==> config.mk <==
export PLATFORM = sky130hd
export DESIGN_NAME = reset_source_ctrl
export DESIGN_NICKNAME = d
export VERILOG_FILES = /design/src/rtl/rsc_pkg.sv /design/src/rtl/rsc_sync.sv /design/src/rtl/rsc_clk_mon.sv /design/src/rtl/reset_source_ctrl.sv
export SDC_FILE = /design/constraint.sdc
export NUM_CORES = 1
export LEC_CHECK = 0
export ABC_AREA = 1
export CORE_MARGIN = 8
export CORE_UTILIZATION = 45
export DETAILED_ROUTE_END_ITERATION = 8
export PLACE_DENSITY = 0.7
export SKIP_LAST_GASP = 1
export SYNTH_ARGS = -nofsm -noshare
export SYNTH_HDL_FRONTEND = slang
export SYNTH_SLANG_ARGS = --single-unit
==> constraint.sdc <==
create_clock -name clk_ref -period 3.81 [get_ports clk_ref]
set_input_delay 0.5715 -clock clk_ref [delete_from_list [all_inputs] [get_ports clk_ref]]
set_output_delay 0.5715 -clock clk_ref [all_outputs]
set_load 0.02 [all_outputs]
==> src/rtl/rsc_pkg.sv <==
package rsc_pkg;
    localparam int NSRC     = 4;
    localparam int SRC_PIN  = 0;
    localparam int SRC_VMON = 1;
    localparam int SRC_MCD  = 2;
    localparam int SRC_WDT  = 3;

    localparam int CAUSE_PIN_BIT  = 0;
    localparam int CAUSE_VMON_BIT = 1;
    localparam int CAUSE_MCD_BIT  = 2;
    localparam int CAUSE_WDT_BIT  = 5;
    localparam int MON_ON_BIT     = 7;
    localparam int MON_STAT_BIT   = 6;

    typedef logic [NSRC-1:0] src_vec_t;

    // Priority: supply monitor, pin, missing clock, watchdog
    function automatic src_vec_t pick_cause(src_vec_t pend);
        src_vec_t r;
        r = '0;
        if (pend[SRC_VMON])     r[SRC_VMON] = 1'b1;
        else if (pend[SRC_PIN]) r[SRC_PIN]  = 1'b1;
        else if (pend[SRC_MCD]) r[SRC_MCD]  = 1'b1;
        else if (pend[SRC_WDT]) r[SRC_WDT]  = 1'b1;
        return r;
    endfunction
endpackage

==> src/rtl/rsc_sync.sv <==
module rsc_sync #(
    parameter int             W       = 1,
    parameter logic [W-1:0]   RST_VAL = '0
) (
    input  logic         clk,
    input  logic         rst_n,
    input  logic [W-1:0] din,
    output logic [W-1:0] dout
);
    typedef struct packed {
        logic [W-1:0] s1;
        logic [W-1:0] s2;
    } sync_t;

    sync_t st_d, st_q;

    always_comb begin
        st_d    = st_q;
        st_d.s1 = din;
        st_d.s2 = st_q.s1;
    end

    always_ff @(posedge clk or negedge rst_n) begin
        if (!rst_n) st_q <= '{s1: RST_VAL, s2: RST_VAL};
        else        st_q <= st_d;
    end

    assign dout = st_q.s2;
endmodule

==> src/rtl/rsc_clk_mon.sv <==
module rsc_clk_mon #(
    parameter int MCD_TIMEOUT = 20,
    parameter int TICK_DIV    = 12
) (
    input  logic clk,
    input  logic rst_n,
    input  logic sclk_s,
    input  logic mcd_en,
    input  logic hold,
    output logic miss,
    output logic tick
);
    localparam int TW = $clog2(MCD_TIMEOUT + 1);
    localparam int DW = $clog2(TICK_DIV);
    localparam logic [TW-1:0] T_MAX = TW'(MCD_TIMEOUT);
    localparam logic [DW-1:0] D_MAX = DW'(TICK_DIV - 1);

    typedef struct packed {
        logic          prev;
        logic [TW-1:0] cnt;
        logic [DW-1:0] div;
        logic          tick;
    } mon_t;

    mon_t st_d, st_q;
    logic edge_seen, rise_seen;

    assign edge_seen = sclk_s ^ st_q.prev;
    assign rise_seen = sclk_s & ~st_q.prev;

    always_comb begin
        st_d      = st_q;
        st_d.prev = sclk_s;
        st_d.tick = 1'b0;
        // missing-clock timeout: any edge restarts the window
        if (!mcd_en || edge_seen)  st_d.cnt = '0;
        else if (st_q.cnt != T_MAX) st_d.cnt = st_q.cnt + 1'b1;
        // watchdog strobe prescaler
        if (hold) begin
            st_d.div = '0;
        end else if (rise_seen) begin
            if (st_q.div == D_MAX) begin
                st_d.div  = '0;
                st_d.tick = 1'b1;
            end else begin
                st_d.div = st_q.div + 1'b1;
            end
        end
    end

    always_ff @(posedge clk or negedge rst_n) begin
        if (!rst_n) st_q <= '0;
        else        st_q <= st_d;
    end

    assign miss = mcd_en && (st_q.cnt == T_MAX);
    assign tick = st_q.tick;
endmodule

==> src/rtl/reset_source_ctrl.sv <==
module reset_source_ctrl #(
    parameter int STRETCH     = 8,
    parameter int MCD_TIMEOUT = 20,
    parameter int TICK_DIV    = 12
) (
    input  logic       clk_ref,
    input  logic       por_n,
    input  logic       sys_clk,
    input  logic       ext_rst_n,
    input  logic       wdt_timeout,
    input  logic       wdt_disable,
    input  logic       vmon_above,
    input  logic       reg_addr,
    input  logic       reg_wr,
    input  logic [7:0] reg_wdata,
    output logic [7:0] reg_rdata,
    output logic       sys_rst,
    output logic       pin_drive_low,
    output logic       wdt_en,
    output logic       wdt_tick
);
    import rsc_pkg::*;

    localparam int CW = $clog2(STRETCH + 1);
    localparam logic [CW-1:0] S_LOAD = CW'(STRETCH);
    localparam logic [CW-1:0] S_ONE  = CW'(1);

    typedef struct packed {
        logic          rst;
        logic [CW-1:0] cnt;
        src_vec_t      pend;
        src_vec_t      cause;
        logic          mcd_en;
        logic          vm_sel;
        logic          vm_on;
        logic          wdt_en;
    } ctl_t;

    ctl_t st_d, st_q;

    // synchronized inputs: {sys_clk, vmon_above, ext_rst_n}
    logic [2:0] raw_in, syn_in;
    logic       pin_n_s, vm_ok_s, sclk_s;
    logic       mcd_miss;
    src_vec_t   req;
    logic       any_req, releasing;

    assign raw_in = {sys_clk, vmon_above, ext_rst_n};

    rsc_sync #(.W(3), .RST_VAL(3'b011)) u_sync (
        .clk   (clk_ref),
        .rst_n (por_n),
        .din   (raw_in),
        .dout  (syn_in)
    );

    assign pin_n_s = syn_in[0];
    assign vm_ok_s = syn_in[1];
    assign sclk_s  = syn_in[2];

    rsc_clk_mon #(.MCD_TIMEOUT(MCD_TIMEOUT), .TICK_DIV(TICK_DIV)) u_mon (
        .clk    (clk_ref),
        .rst_n  (por_n),
        .sclk_s (sclk_s),
        .mcd_en (st_q.mcd_en),
        .hold   (st_q.rst),
        .miss   (mcd_miss),
        .tick   (wdt_tick)
    );

    always_comb begin
        req           = '0;
        req[SRC_PIN]  = ~pin_n_s;
        req[SRC_VMON] = st_q.vm_on & st_q.vm_sel & ~vm_ok_s;
        req[SRC_MCD]  = mcd_miss;
        req[SRC_WDT]  = wdt_timeout;
    end

    assign any_req = |req;

    always_comb begin
        st_d = st_q;
        // stretch counter reloads while any source is active
        st_d.rst = any_req || (st_q.cnt > S_ONE);
        if (any_req)             st_d.cnt = S_LOAD;
        else if (st_q.cnt != '0) st_d.cnt = st_q.cnt - 1'b1;
        releasing = st_q.rst && !st_d.rst;
        // cause accumulation and capture at release
        if (releasing) begin
            st_d.cause = pick_cause(st_q.pend);
            st_d.pend  = '0;
        end else begin
            st_d.pend = (st_q.rst ? st_q.pend : '0) | req;
        end
        // watchdog enable
        if (st_q.rst)         st_d.wdt_en = 1'b1;
        else if (wdt_disable) st_d.wdt_en = 1'b0;
        // register writes, blocked while in reset
        if (reg_wr && !st_q.rst) begin
            if (!reg_addr) begin
                st_d.vm_sel = reg_wdata[CAUSE_VMON_BIT];
                st_d.mcd_en = reg_wdata[CAUSE_MCD_BIT];
            end else begin
                st_d.vm_on = reg_wdata[MON_ON_BIT];
            end
        end
    end

    always_ff @(posedge clk_ref or negedge por_n) begin
        if (!por_n) begin
            st_q        <= '0;
            st_q.rst    <= 1'b1;
            st_q.cnt    <= S_LOAD;
            st_q.mcd_en <= 1'b1;
            st_q.vm_sel <= 1'b1;
            st_q.vm_on  <= 1'b1;
            st_q.wdt_en <= 1'b1;
        end else begin
            st_q <= st_d;
        end
    end

    always_comb begin
        reg_rdata = '0;
        if (!reg_addr) begin
            reg_rdata[CAUSE_PIN_BIT]  = st_q.cause[SRC_PIN];
            reg_rdata[CAUSE_VMON_BIT] = st_q.cause[SRC_VMON];
            reg_rdata[CAUSE_MCD_BIT]  = st_q.cause[SRC_MCD];
            reg_rdata[CAUSE_WDT_BIT]  = st_q.cause[SRC_WDT];
        end else begin
            reg_rdata[MON_ON_BIT]   = st_q.vm_on;
            reg_rdata[MON_STAT_BIT] = vm_ok_s;
        end
    end

    assign sys_rst       = st_q.rst;
    assign pin_drive_low = st_q.rst & st_q.pend[SRC_VMON];
    assign wdt_en        = st_q.wdt_en;
endmodule

==> impl_metrics.yaml <==
layout:
  antenna_cells: 0
  final_cell_count_no_fill: 243
  fillCellCount: 328
  layout.nets: 217
  area_growth_pct: 20.59
  drive_gt1_share_pct: 20.00
  fin_area_um2: 2001
floorplan:
  core_um2: 3606
  start_util_pct: 46.01
  die_h_um: 76.72
  dieArea_um2: 5886
  core.rowCount: 22
  io_pins: 29
  die_x_um: 76.72
placement:
  hpwlAfterDp_um: 2343
  place_area_um2: 1909
  placedCellCount: 235
  post-place-ws_ns: 1.310
  place_congestion: 0.7539
  place.port_buffers: 21
timing:
  finalCritPeriodShare_pct: 65.01
  slew_violations: 0
  rsz0062_at_grt: "false"
  min_period_ns: 2.477
  fin_ws_ns: 1.333
  fin_tns_setup_ns: 0
  fmax_mhz: 403.7
  clock_skew_ns: 0.005301
  setup_violations: 0
  finalHoldViolations: 0
  whs_ns: 0.3499
synth:
  ys_async_sr_fraction_pct: 100.0
  yosys.area.top_type_share_pct: 36.20
  synth_edf_count: 0
  seq_area_frac_synth_pct: 52.04
  yosysUniqueCellTypes: 35
  synthFlopType: "dfrtp_1"
  synth_seq_cells: 34
  ys_warn_count: 0
  netlist_instances: 168
  synth.cell_area_um2: 1659
  synth_area_per_cell_um2: 9.876
  synth_top_cell_by_area: "dfrtp_1"
  synthTopCellsByArea: "dfrtp_1 (36%), dfstp_2 (16%), nand2_1 (6.3%)"
clocking:
  cts_buffer_depth: 2
  path_clk_slew_ns: 0.07
  post-cts-setup-buffers: 0
  cts_tree: "built"
  cts_hold_buf: 0
  h-tree-depth: 2
  cts.sinks: 34
  root_buffer: "clkbuf_8"
  postCtsResizedCells: 0
  clk_latency_ns: 0.29
  cts_buffers: 5
power:
  powerDensity_nw_per_um2: 432.5
  p_leak_nw: 0.9664
  peakVddDrop_mv: 0.2278
detailed_routing:
  initialDrtViolationCount: 59
  drtAntennaViolNets: 0
  firstDrtPassIters: 4
  via_per_inst: 4.778
  wl_per_cell_um: 12.83
  num_vias: 1161
  routed_wl_um: 3118
  route.detailed.drc: 0
global_route:
  grt_pass1_wl_um: 5485
  track_usage_pct: 11.86
  grt_start_max_net_pins: 35
  grt-ovfl-total: 0
  grt_pass1_vias: 1224
  antenna_found_initial: 0
status:
  status: "finished clean"
min_path:
  hold_path.class: "reg -> reg"
critical_path:
  end_kind: "primary output"
  cp_data_required_time_ns: 3.24
  criticalPathCategory: "in -> out"
  crit_fanout: 8
  cp_data_arrival_time_ns: 1.91
  worstSetupStartpointType: "primary input"
run:
  cap_violations: 0
## power by group
part / internal, mW / leakage (nW) / switching [mW] / total (mW)
clock network: 0.146 / 0.0482 / 0.125 / 0.270
registers: 0.404 / 0.418 / 0.0270 / 0.431
logic: 0.0731 / 0.501 / 0.0905 / 0.164
## path summary, 6_finish.rpt
kind | slack (ns) | to | startpoint | depth (start not counted)
max in group asynchronous | 2.78 | st_q[3] | por_n | 2
min | 0.35 | u_sync.dout[2] | u_sync.st_d[2] | 0
max | 1.33 | reg_rdata[7] | reg_addr | 4
max reg2reg | 2.42 | st_q[8] | st_q[12] | 6
min reg2reg | 0.35 | u_sync.dout[2] | u_sync.st_d[2] | 0
min in group asynchronous | 0.68 | u_mon.st_q[8] | por_n | 2
## routing by layer
layer  GRT usage, %  wire length (um)  up-vias
met1          12.21              1325      551
met2          20.22              1569       32
li1               -                 -      572
met5              0                 0        -
met3          5.128               162        6
met4          5.577                61        0
## registers in the layout (all words and copies together) (netlist names)
signal,flops
u_sync.st_d,3
u_mon.st_q,10
u_sync.dout,3
u_mon.tick,1
sys_rst,1
wdt_en,1
st_q,15
## cells in the mapped netlist (all sizes together) (2+ instances only)
cell type / n
dfstp: 10
nand3: 14
buf: 4
nor2: 21
o21ai: 8
inv: 28
mux2: 3
nand2: 30
a21oi: 3
nor3: 2
xor2: 4
ha: 6
dfrtp: 24
## final cells by class
cell class                 count  area [um2]  area share [%]
clock buffer                   7       86.33           4.315
clock inverter                 1       5.005          0.2502
inverter                      28       107.6           5.378
multi-input combinational    103       660.6           33.02
sequential                    34       863.3           43.15
tap                           48       60.06           3.002
timing repair buffer          22       217.7           10.88
## through the flow
step,total power [mW],util [%]
4_1_cts,0.8807,55.48
6_report,0.8652,55.48
3_5_place_dp,0.6027,52.95
3_3_place_gp,0.5934,52.95
5_1_grt,0.9200,55.48
2_1_floorplan,0.5377,-
## worst max-delay path, stage by stage
cell and delay (ns):
clkdlybuf4s50_1 0.60, nand2_1 0.08, inv_1 0.06, clkdlybuf4s50_1 0.59
## cells by family after synthesis
group                      after synthesis  synth area share [%]
muxes                                    3                 2.489
buffers and inverters                   32                 8.370
xor gates and xnor gates                 5                 2.639
adders and majority gates                6                 4.525
and+or+nand+nor                         73                 24.96
other                                    1                0.2260
AOI/OAI and AO/OA                       14                 4.751
DFF                                     34                 52.04
## layout by cell type (no fill, tap or decap), types with 3 or more instances in the layout
cell type        count
dfstp_2             10
ha_1                 6
clkbuf_8             6
dfrtp_1             24
clkdlybuf4s50_1     21
nand2_1             28
inv_2                4
a21oi_1              3
nor2_1              14
inv_1               23
xor2_1               4
nor2_4               4
nand3_1             13
o21ai_0              8
No activity file was read; power rests on OpenSTA's default activity.
